[src/rtl/chgdet_pkg.sv]
package chgdet_pkg;

  typedef enum logic [1:0] {
    PT_NONE = 2'd0,
    PT_SDP  = 2'd1,
    PT_CDP  = 2'd2,
    PT_DCP  = 2'd3
  } port_t;

  typedef enum logic [2:0] {
    OP_WR,
    OP_RD_DCD,
    OP_RD_PRI,
    OP_RD_SEC,
    OP_WAIT,
    OP_END
  } op_t;

  typedef enum logic [1:0] {
    WT_SETTLE,
    WT_POLL,
    WT_DET
  } wsel_t;

  typedef struct packed {
    op_t        op;
    logic [7:0] addr;
    logic [7:0] data;
    wsel_t      wsel;
  } step_t;

  localparam int STEP_W = 5;

  // PHY register map used by the sequence
  localparam logic [7:0] REG_SET  = 8'h85;
  localparam logic [7:0] REG_CLR  = 8'h86;
  localparam logic [7:0] REG_STS  = 8'h87;
  localparam logic [7:0] REG_LAT  = 8'h92;
  localparam logic [7:0] REG_IEN  = 8'h95;

  localparam int STS_CMP_BIT = 0;
  localparam int STS_DCD_BIT = 1;

  // step indices that branches jump to
  localparam logic [STEP_W-1:0] ST_ON0    = 5'd0;
  localparam logic [STEP_W-1:0] ST_DCDW   = 5'd5;
  localparam logic [STEP_W-1:0] ST_DCDOFF = 5'd7;
  localparam logic [STEP_W-1:0] ST_SEC0   = 5'd12;
  localparam logic [STEP_W-1:0] ST_OFF0   = 5'd17;

endpackage

[src/rtl/chgdet_prog.sv]
module chgdet_prog
  import chgdet_pkg::*;
(
  input  logic [STEP_W-1:0] step_i,
  output step_t             step_o
);

  function automatic step_t wr(input logic [7:0] a, input logic [7:0] d);
    step_t s;
    s.op = OP_WR; s.addr = a; s.data = d; s.wsel = WT_SETTLE;
    return s;
  endfunction

  function automatic step_t rd(input op_t o);
    step_t s;
    s.op = o; s.addr = REG_STS; s.data = 8'h00; s.wsel = WT_SETTLE;
    return s;
  endfunction

  function automatic step_t wt(input wsel_t w);
    step_t s;
    s.op = OP_WAIT; s.addr = 8'h00; s.data = 8'h00; s.wsel = w;
    return s;
  endfunction

  always_comb begin
    case (step_i)
      5'd0:    step_o = wr(REG_CLR, 8'h3F);
      5'd1:    step_o = wr(REG_LAT, 8'h1F);
      5'd2:    step_o = wr(REG_IEN, 8'h1F);
      5'd3:    step_o = wt(WT_SETTLE);
      5'd4:    step_o = wr(REG_SET, 8'h10);
      5'd5:    step_o = wt(WT_POLL);
      5'd6:    step_o = rd(OP_RD_DCD);
      5'd7:    step_o = wr(REG_CLR, 8'h10);
      5'd8:    step_o = wr(REG_SET, 8'h02);
      5'd9:    step_o = wr(REG_SET, 8'h01);
      5'd10:   step_o = wt(WT_DET);
      5'd11:   step_o = rd(OP_RD_PRI);
      5'd12:   step_o = wr(REG_SET, 8'h08);
      5'd13:   step_o = wr(REG_SET, 8'h02);
      5'd14:   step_o = wr(REG_SET, 8'h01);
      5'd15:   step_o = wt(WT_DET);
      5'd16:   step_o = rd(OP_RD_SEC);
      5'd17:   step_o = wr(REG_CLR, 8'h3F);
      5'd18:   step_o = wr(REG_LAT, 8'h1F);
      5'd19:   step_o = wr(REG_IEN, 8'h1F);
      default: begin
        step_o      = wt(WT_SETTLE);
        step_o.op   = OP_END;
      end
    endcase
  end

endmodule

[src/rtl/chgdet_timer.sv]
module chgdet_timer #(
  parameter int CW = 17
) (
  input  logic          clk,
  input  logic          rst_n,
  input  logic          load,
  input  logic [CW-1:0] load_val,
  input  logic          tick,
  output logic          zero
);

  logic [CW-1:0] cnt_q;

  always_ff @(posedge clk or negedge rst_n) begin
    if (!rst_n)                  cnt_q <= '0;
    else if (load)               cnt_q <= load_val;
    else if (tick && cnt_q != 0) cnt_q <= cnt_q - 1'b1;
  end

  assign zero = (cnt_q == '0);

endmodule

[src/rtl/chgdet_budget.sv]
module chgdet_budget #(
  parameter int BW = 12
) (
  input  logic          clk,
  input  logic          rst_n,
  input  logic          req_v,
  input  logic [BW-1:0] req_val,
  output logic [BW-1:0] budget,
  output logic          stb
);

  always_ff @(posedge clk or negedge rst_n) begin
    if (!rst_n) begin
      budget <= '0;
      stb    <= 1'b0;
    end else if (req_v && req_val != budget) begin
      budget <= req_val;
      stb    <= 1'b1;
    end else begin
      stb    <= 1'b0;
    end
  end

endmodule

[src/rtl/chgdet_seq.sv]
module chgdet_seq
  import chgdet_pkg::*;
#(
  parameter int BW           = 12,
  parameter int UNIT_LOAD_MA = 100,
  parameter int CHG_MAX_MA   = 1500,
  parameter int SETTLE_TICKS = 100,
  parameter int POLL_TICKS   = 100000,
  parameter int DET_TICKS    = 40000,
  parameter int DCD_TRIES    = 6
) (
  input  logic          clk,
  input  logic          rst_n,
  input  logic          sess_valid,
  input  logic          tick_us,
  input  logic          host_ma_valid,
  input  logic [BW-1:0] host_ma,
  output logic          cmd_valid,
  input  logic          cmd_ready,
  output logic          cmd_write,
  output logic [7:0]    cmd_addr,
  output logic [7:0]    cmd_wdata,
  input  logic [7:0]    cmd_rdata,
  output logic [1:0]    port_type,
  output logic          det_done,
  output logic [BW-1:0] budget,
  output logic          budget_stb,
  output logic          phy_nondrive
);

  localparam int MAX_A  = (SETTLE_TICKS > DET_TICKS) ? SETTLE_TICKS : DET_TICKS;
  localparam int MAX_T  = (MAX_A > POLL_TICKS) ? MAX_A : POLL_TICKS;
  localparam int CW     = $clog2(MAX_T + 1);
  localparam int RW     = $clog2(DCD_TRIES + 1);

  logic              run_q, done_q, arm_q;
  logic [STEP_W-1:0] step_q;
  logic [RW-1:0]     tries_q;
  port_t             cls_q, port_q;
  step_t             cur;

  logic              tmr_load, tmr_zero;
  logic [CW-1:0]     tmr_val;
  logic              req_v;
  logic [BW-1:0]     req_val;
  logic              is_cmd, last_try;
  logic              unused_rd;

  assign unused_rd = ^cmd_rdata[7:2];

  chgdet_prog u_prog (
    .step_i (step_q),
    .step_o (cur)
  );

  assign is_cmd       = run_q && (cur.op != OP_WAIT) && (cur.op != OP_END);
  assign cmd_valid    = is_cmd;
  assign cmd_write    = (cur.op == OP_WR);
  assign cmd_addr     = cur.addr;
  assign cmd_wdata    = cur.data;
  assign phy_nondrive = run_q;
  assign det_done     = done_q;
  assign port_type    = port_q;
  assign last_try     = (tries_q == RW'(DCD_TRIES - 1));

  always_comb begin
    case (cur.wsel)
      WT_POLL: tmr_val = CW'(POLL_TICKS);
      WT_DET:  tmr_val = CW'(DET_TICKS);
      default: tmr_val = CW'(SETTLE_TICKS);
    endcase
  end

  assign tmr_load = run_q && (cur.op == OP_WAIT) && !arm_q && sess_valid;

  chgdet_timer #(.CW(CW)) u_tmr (
    .clk      (clk),
    .rst_n    (rst_n),
    .load     (tmr_load),
    .load_val (tmr_val),
    .tick     (tick_us),
    .zero     (tmr_zero)
  );

  always_ff @(posedge clk or negedge rst_n) begin
    if (!rst_n) begin
      run_q   <= 1'b0;
      done_q  <= 1'b0;
      arm_q   <= 1'b0;
      step_q  <= ST_ON0;
      tries_q <= '0;
      cls_q   <= PT_NONE;
      port_q  <= PT_NONE;
    end else if (!sess_valid) begin
      run_q   <= 1'b0;
      done_q  <= 1'b0;
      arm_q   <= 1'b0;
      step_q  <= ST_ON0;
      tries_q <= '0;
      cls_q   <= PT_NONE;
      port_q  <= PT_NONE;
    end else if (!run_q) begin
      if (!done_q) begin
        run_q   <= 1'b1;
        step_q  <= ST_ON0;
        tries_q <= '0;
        arm_q   <= 1'b0;
        cls_q   <= PT_NONE;
      end
    end else begin
      case (cur.op)
        OP_WR: if (cmd_ready) step_q <= step_q + 1'b1;
        OP_RD_DCD: if (cmd_ready) begin
          if (cmd_rdata[STS_DCD_BIT] || last_try) begin
            step_q <= ST_DCDOFF;
          end else begin
            tries_q <= tries_q + 1'b1;
            step_q  <= ST_DCDW;
          end
        end
        OP_RD_PRI: if (cmd_ready) begin
          if (cmd_rdata[STS_CMP_BIT]) begin
            step_q <= ST_SEC0;
          end else begin
            cls_q  <= PT_SDP;
            step_q <= ST_OFF0;
          end
        end
        OP_RD_SEC: if (cmd_ready) begin
          cls_q  <= cmd_rdata[STS_CMP_BIT] ? PT_DCP : PT_CDP;
          step_q <= ST_OFF0;
        end
        OP_WAIT: begin
          if (!arm_q) begin
            arm_q <= 1'b1;
          end else if (tmr_zero) begin
            arm_q  <= 1'b0;
            step_q <= step_q + 1'b1;
          end
        end
        default: begin
          run_q  <= 1'b0;
          done_q <= 1'b1;
          port_q <= cls_q;
        end
      endcase
    end
  end

  always_comb begin
    req_v   = 1'b0;
    req_val = '0;
    if (!sess_valid) begin
      req_v = 1'b1;
    end else if (run_q && cur.op == OP_END) begin
      req_v   = 1'b1;
      req_val = (cls_q == PT_SDP) ? BW'(UNIT_LOAD_MA) : BW'(CHG_MAX_MA);
    end else if (done_q && port_q == PT_SDP && host_ma_valid) begin
      req_v   = 1'b1;
      req_val = host_ma;
    end
  end

  chgdet_budget #(.BW(BW)) u_budget (
    .clk     (clk),
    .rst_n   (rst_n),
    .req_v   (req_v),
    .req_val (req_val),
    .budget  (budget),
    .stb     (budget_stb)
  );

endmodule

[config.mk]
export PLATFORM = sky130hd
export DESIGN_NAME = chgdet_seq
export DESIGN_NICKNAME = d
export VERILOG_FILES = /design/src/rtl/chgdet_pkg.sv /design/src/rtl/chgdet_prog.sv /design/src/rtl/chgdet_timer.sv /design/src/rtl/chgdet_budget.sv /design/src/rtl/chgdet_seq.sv
export SDC_FILE = /design/constraint.sdc
export NUM_CORES = 1
export LEC_CHECK = 0
export BUFFER_PORTS_ARGS = -buffer_cell sky130_fd_sc_hd__buf_2
export CAP_MARGIN = 25
export CORE_MARGIN = 2
export CORE_UTILIZATION = 50
export CTS_CLUSTER_DIAMETER = 120
export DETAILED_ROUTE_END_ITERATION = 6
export PLACE_DENSITY = 0.73
export SYNTH_ARGS = -nofsm -noshare
export SYNTH_HDL_FRONTEND = slang
export SYNTH_SLANG_ARGS = --single-unit
[constraint.sdc]
create_clock -name clk -period 3.7 [get_ports clk]
set_input_delay 0.74 -clock clk [delete_from_list [all_inputs] [get_ports clk]]
set_output_delay 0.74 -clock clk [all_outputs]
set_load 0.05 [all_outputs]
==> impl_metrics.ini <==
[run_status]
status = finished, final reports clean

[sta]
fin_crit_sh_pct = 93.2
hold_viol = 0
fmax_ghz = 0.290
tns_ns = 0
worst_pin_slew_ns = 0.529
min_period_ns = 3.45
worst_slack_ns = 0.251
hold_ws_ns = 0.414
fin_worst_skew_ns = 0.0109
grt_setup_unrepaired = false
worst_slew_margin_rel_pct = 64.7
drv_slew = 0
finalSetupViolCount = 0

[route]
drcViolationCount = 0
drtIter0Drc = 182
wl_um = 7970
viasPerCell = 5.77
dr.pass1.iters = 5
via_count = 3135
avgRoutedWirePerCell_um = 14.7
drt.antenna.violating_nets = 0

[cells_and_area]
finish.net_count = 505
area_delta_synth_final_pct = 13.6
drive_above_1_share_pct = 20.3
num_antenna_cells = 0

[flow_run]
maxCapViolCount = 0

[synthesis]
yosysMostFrequentCell = nand2_1
synth_cell_types = 73
syn_avg_cell_area_um2 = 8.33
synthTopCellsByCount = nand2_1 (49), dfrtp_1 (45), nor2_1 (45), a21oi_1 (31), o21ai_0 (29)
netlist_instances = 409
ys.flop_type = dfrtp_1
ys_seq_area_share_pct = 33.1
ys_top_cells_by_area = dfrtp_1 (33%), ha_1 (6.2%), nand2_1 (5.4%), nor2_1 (5.0%), a21oi_1 (4.6%)
synth_area_leader_cell = dfrtp_1
ys_seq_elements = 45
synth_top_area_share_pct = 33.1
synth_edf_count = 0
async_flop_share_pct = 100
yosysWarnings = 0
synth_area_um2 = 3410

[power]
pwr_density_cell_nw_per_um2 = 380
leakagePower_uw = 0.00184
ir_drop_v = 0.000225

[die]
core_area_um2 = 6680
start_util_pct = 51.0
die_x_um = 86.5
ios = 61
dieArea_um2 = 7490
num_rows = 30
die_h_um = 86.5

[global_routing]
track_usage_pct = 21.8
antenna_found_initial = 0
grt_pass1_vias = 2957
top_usage_layer = met2
overflow = 0
use_met1_pct = 30.1
grt_pass1_wl_um = 13300
grt_max_degree = 46
grtUsageMet2_pct = 36.4
use_met3_pct = 3.33

[critical_path]
crit-reg2reg-launch = step_q[0]
crit_chain = inv_1 > ha_1 > nor2b_1 > or2_2 > nand2_1 > nor2_2 > nor4_1 > o211a_1 > o221a_2 > a22o_1 > mux2_4
startpoint_type = register
cp.arrival_ns = 3.64
r2r_slack_ns = 0.25
cp_data_required_time_ns = 3.89
slowest_delay_ns = 0.49
cp-end-kind = register
rr_endpoint = u_budget.budget[8]
startpoint = step_q[0]
critPathKind = register to register
reg2reg_depth = 11
crit_fanout = 9
slowest_stage = dfrtp_1

[placed_design]
port_buffers = 49
hpwl_um = 5940
place.gp.congestion = 0.883
preCtsSetupSlack_ns = 0.342

[clock_tree]
clk_path_buf_depth = 2
clkTransAtPathRegs_ns = 0.09
clockRootBuffer = clkbuf_8
clk_latency_ns = 0.30
tritoncts = built
cts.hold.buffers_added = 0
numCtsBuffers = 5
post_cts_resized = 0
htree_num_levels = 2
post_cts_buffers = 0
cts_sinks = 45

[worst_hold_path]
hold_path.class = input port to asynchronous set/reset pin
## state kept, by name (all words and copies together), names as in the netlist
register,flops
det_done,1
u_tmr.cnt_q,17
phy_nondrive,1
cls_q,2
u_budget.stb,1
port_type,2
u_budget.budget,12
step_q,5
arm_q,1
tries_q,3
## worst max-delay path, delay by kind of cell, from the launching register on
family          cells  cell delay [ns]
fa+ha+maj           1             0.28
flops               1             0.49
buf+inv             1             0.15
simple gates        5             1.16
mux                 1             0.34
compound gates      3             0.91
## power breakdown
part | switching [uW] | internal (uW) | leakage (uW)
combinational | 219 | 177 | 0.00119
clock | 177 | 220 | 0.0000574
sequential | 91.8 | 584 | 0.000597
## layout make-up
class                           instances  area (um2)
Fill cell                             623        2810
Multi-Input combinational cell        330        2110
Sequential cell                        45        1130
Timing Repair Buffer                   60         340
Tap cell                               80         100
Clock buffer                            6        82.6
Inverter                               20        75.1
Clock inverter                          2        37.5
## worst max-delay path by stage
stage	end	depth (start not counted)
after CTS	u_budget.budget[8]	11
after global routing	u_budget.budget[8]	11
after global placement	u_budget.budget[8]	11
after detailed placement	u_budget.budget[8]	11
after floorplan	cmd_addr[7]	6
final	u_budget.budget[8]	11
## kinds of logic after synthesis
group / after synthesis / synth area share [%]
flops: 45 / 33.1
fa+ha+maj: 17 / 6.25
compound gates: 118 / 22.5
xor+xnor: 16 / 4.11
mux: 9 / 2.87
other cells: 1 / 0.110
buf+inv: 38 / 5.47
simple gates: 165 / 25.6
## stage by stage
step / util [%] / cell area [um2] / power (uW) / std cells
after floorplan: - / 3420 / 985 / 413
final: 57.9 / 3870 / 1470 / 543
after detailed placement: 55.8 / 3730 / 1080 / 534
after global routing: 57.9 / 3870 / 1560 / 543
after CTS: 57.6 / 3850 / 1480 / 542
after global placement: 55.8 / 3730 / 1060 / 534
## cells in the final DEF, fill, tap and decap left out, drive strengths merged, types with 4 or more instances in the layout
cell type and instances:
nor2b 6, nor2 47, or3 6, nor3 12, ha 17, nor4 4, a211oi 6, a21o 9
nand2 51, a21oi 31, clkbuf 6, o31ai 5, conb 5, buf 60, nand3 13, inv 19
a31oi 6, xnor2 13, and3 4, dfrtp 45, nand2b 5, o22ai 4, o21ai 35, mux2i 6
nand3b 5
## metal layers
layer | share of wire [%] | vias to the layer above
met5 | 0 | -
met4 | 0.58 | 0
met3 | 4.3 | 4
met2 | 49 | 90
met1 | 46 | 1485
li1 | - | 1556
Note: power is estimated with default switching activity, not from simulation.
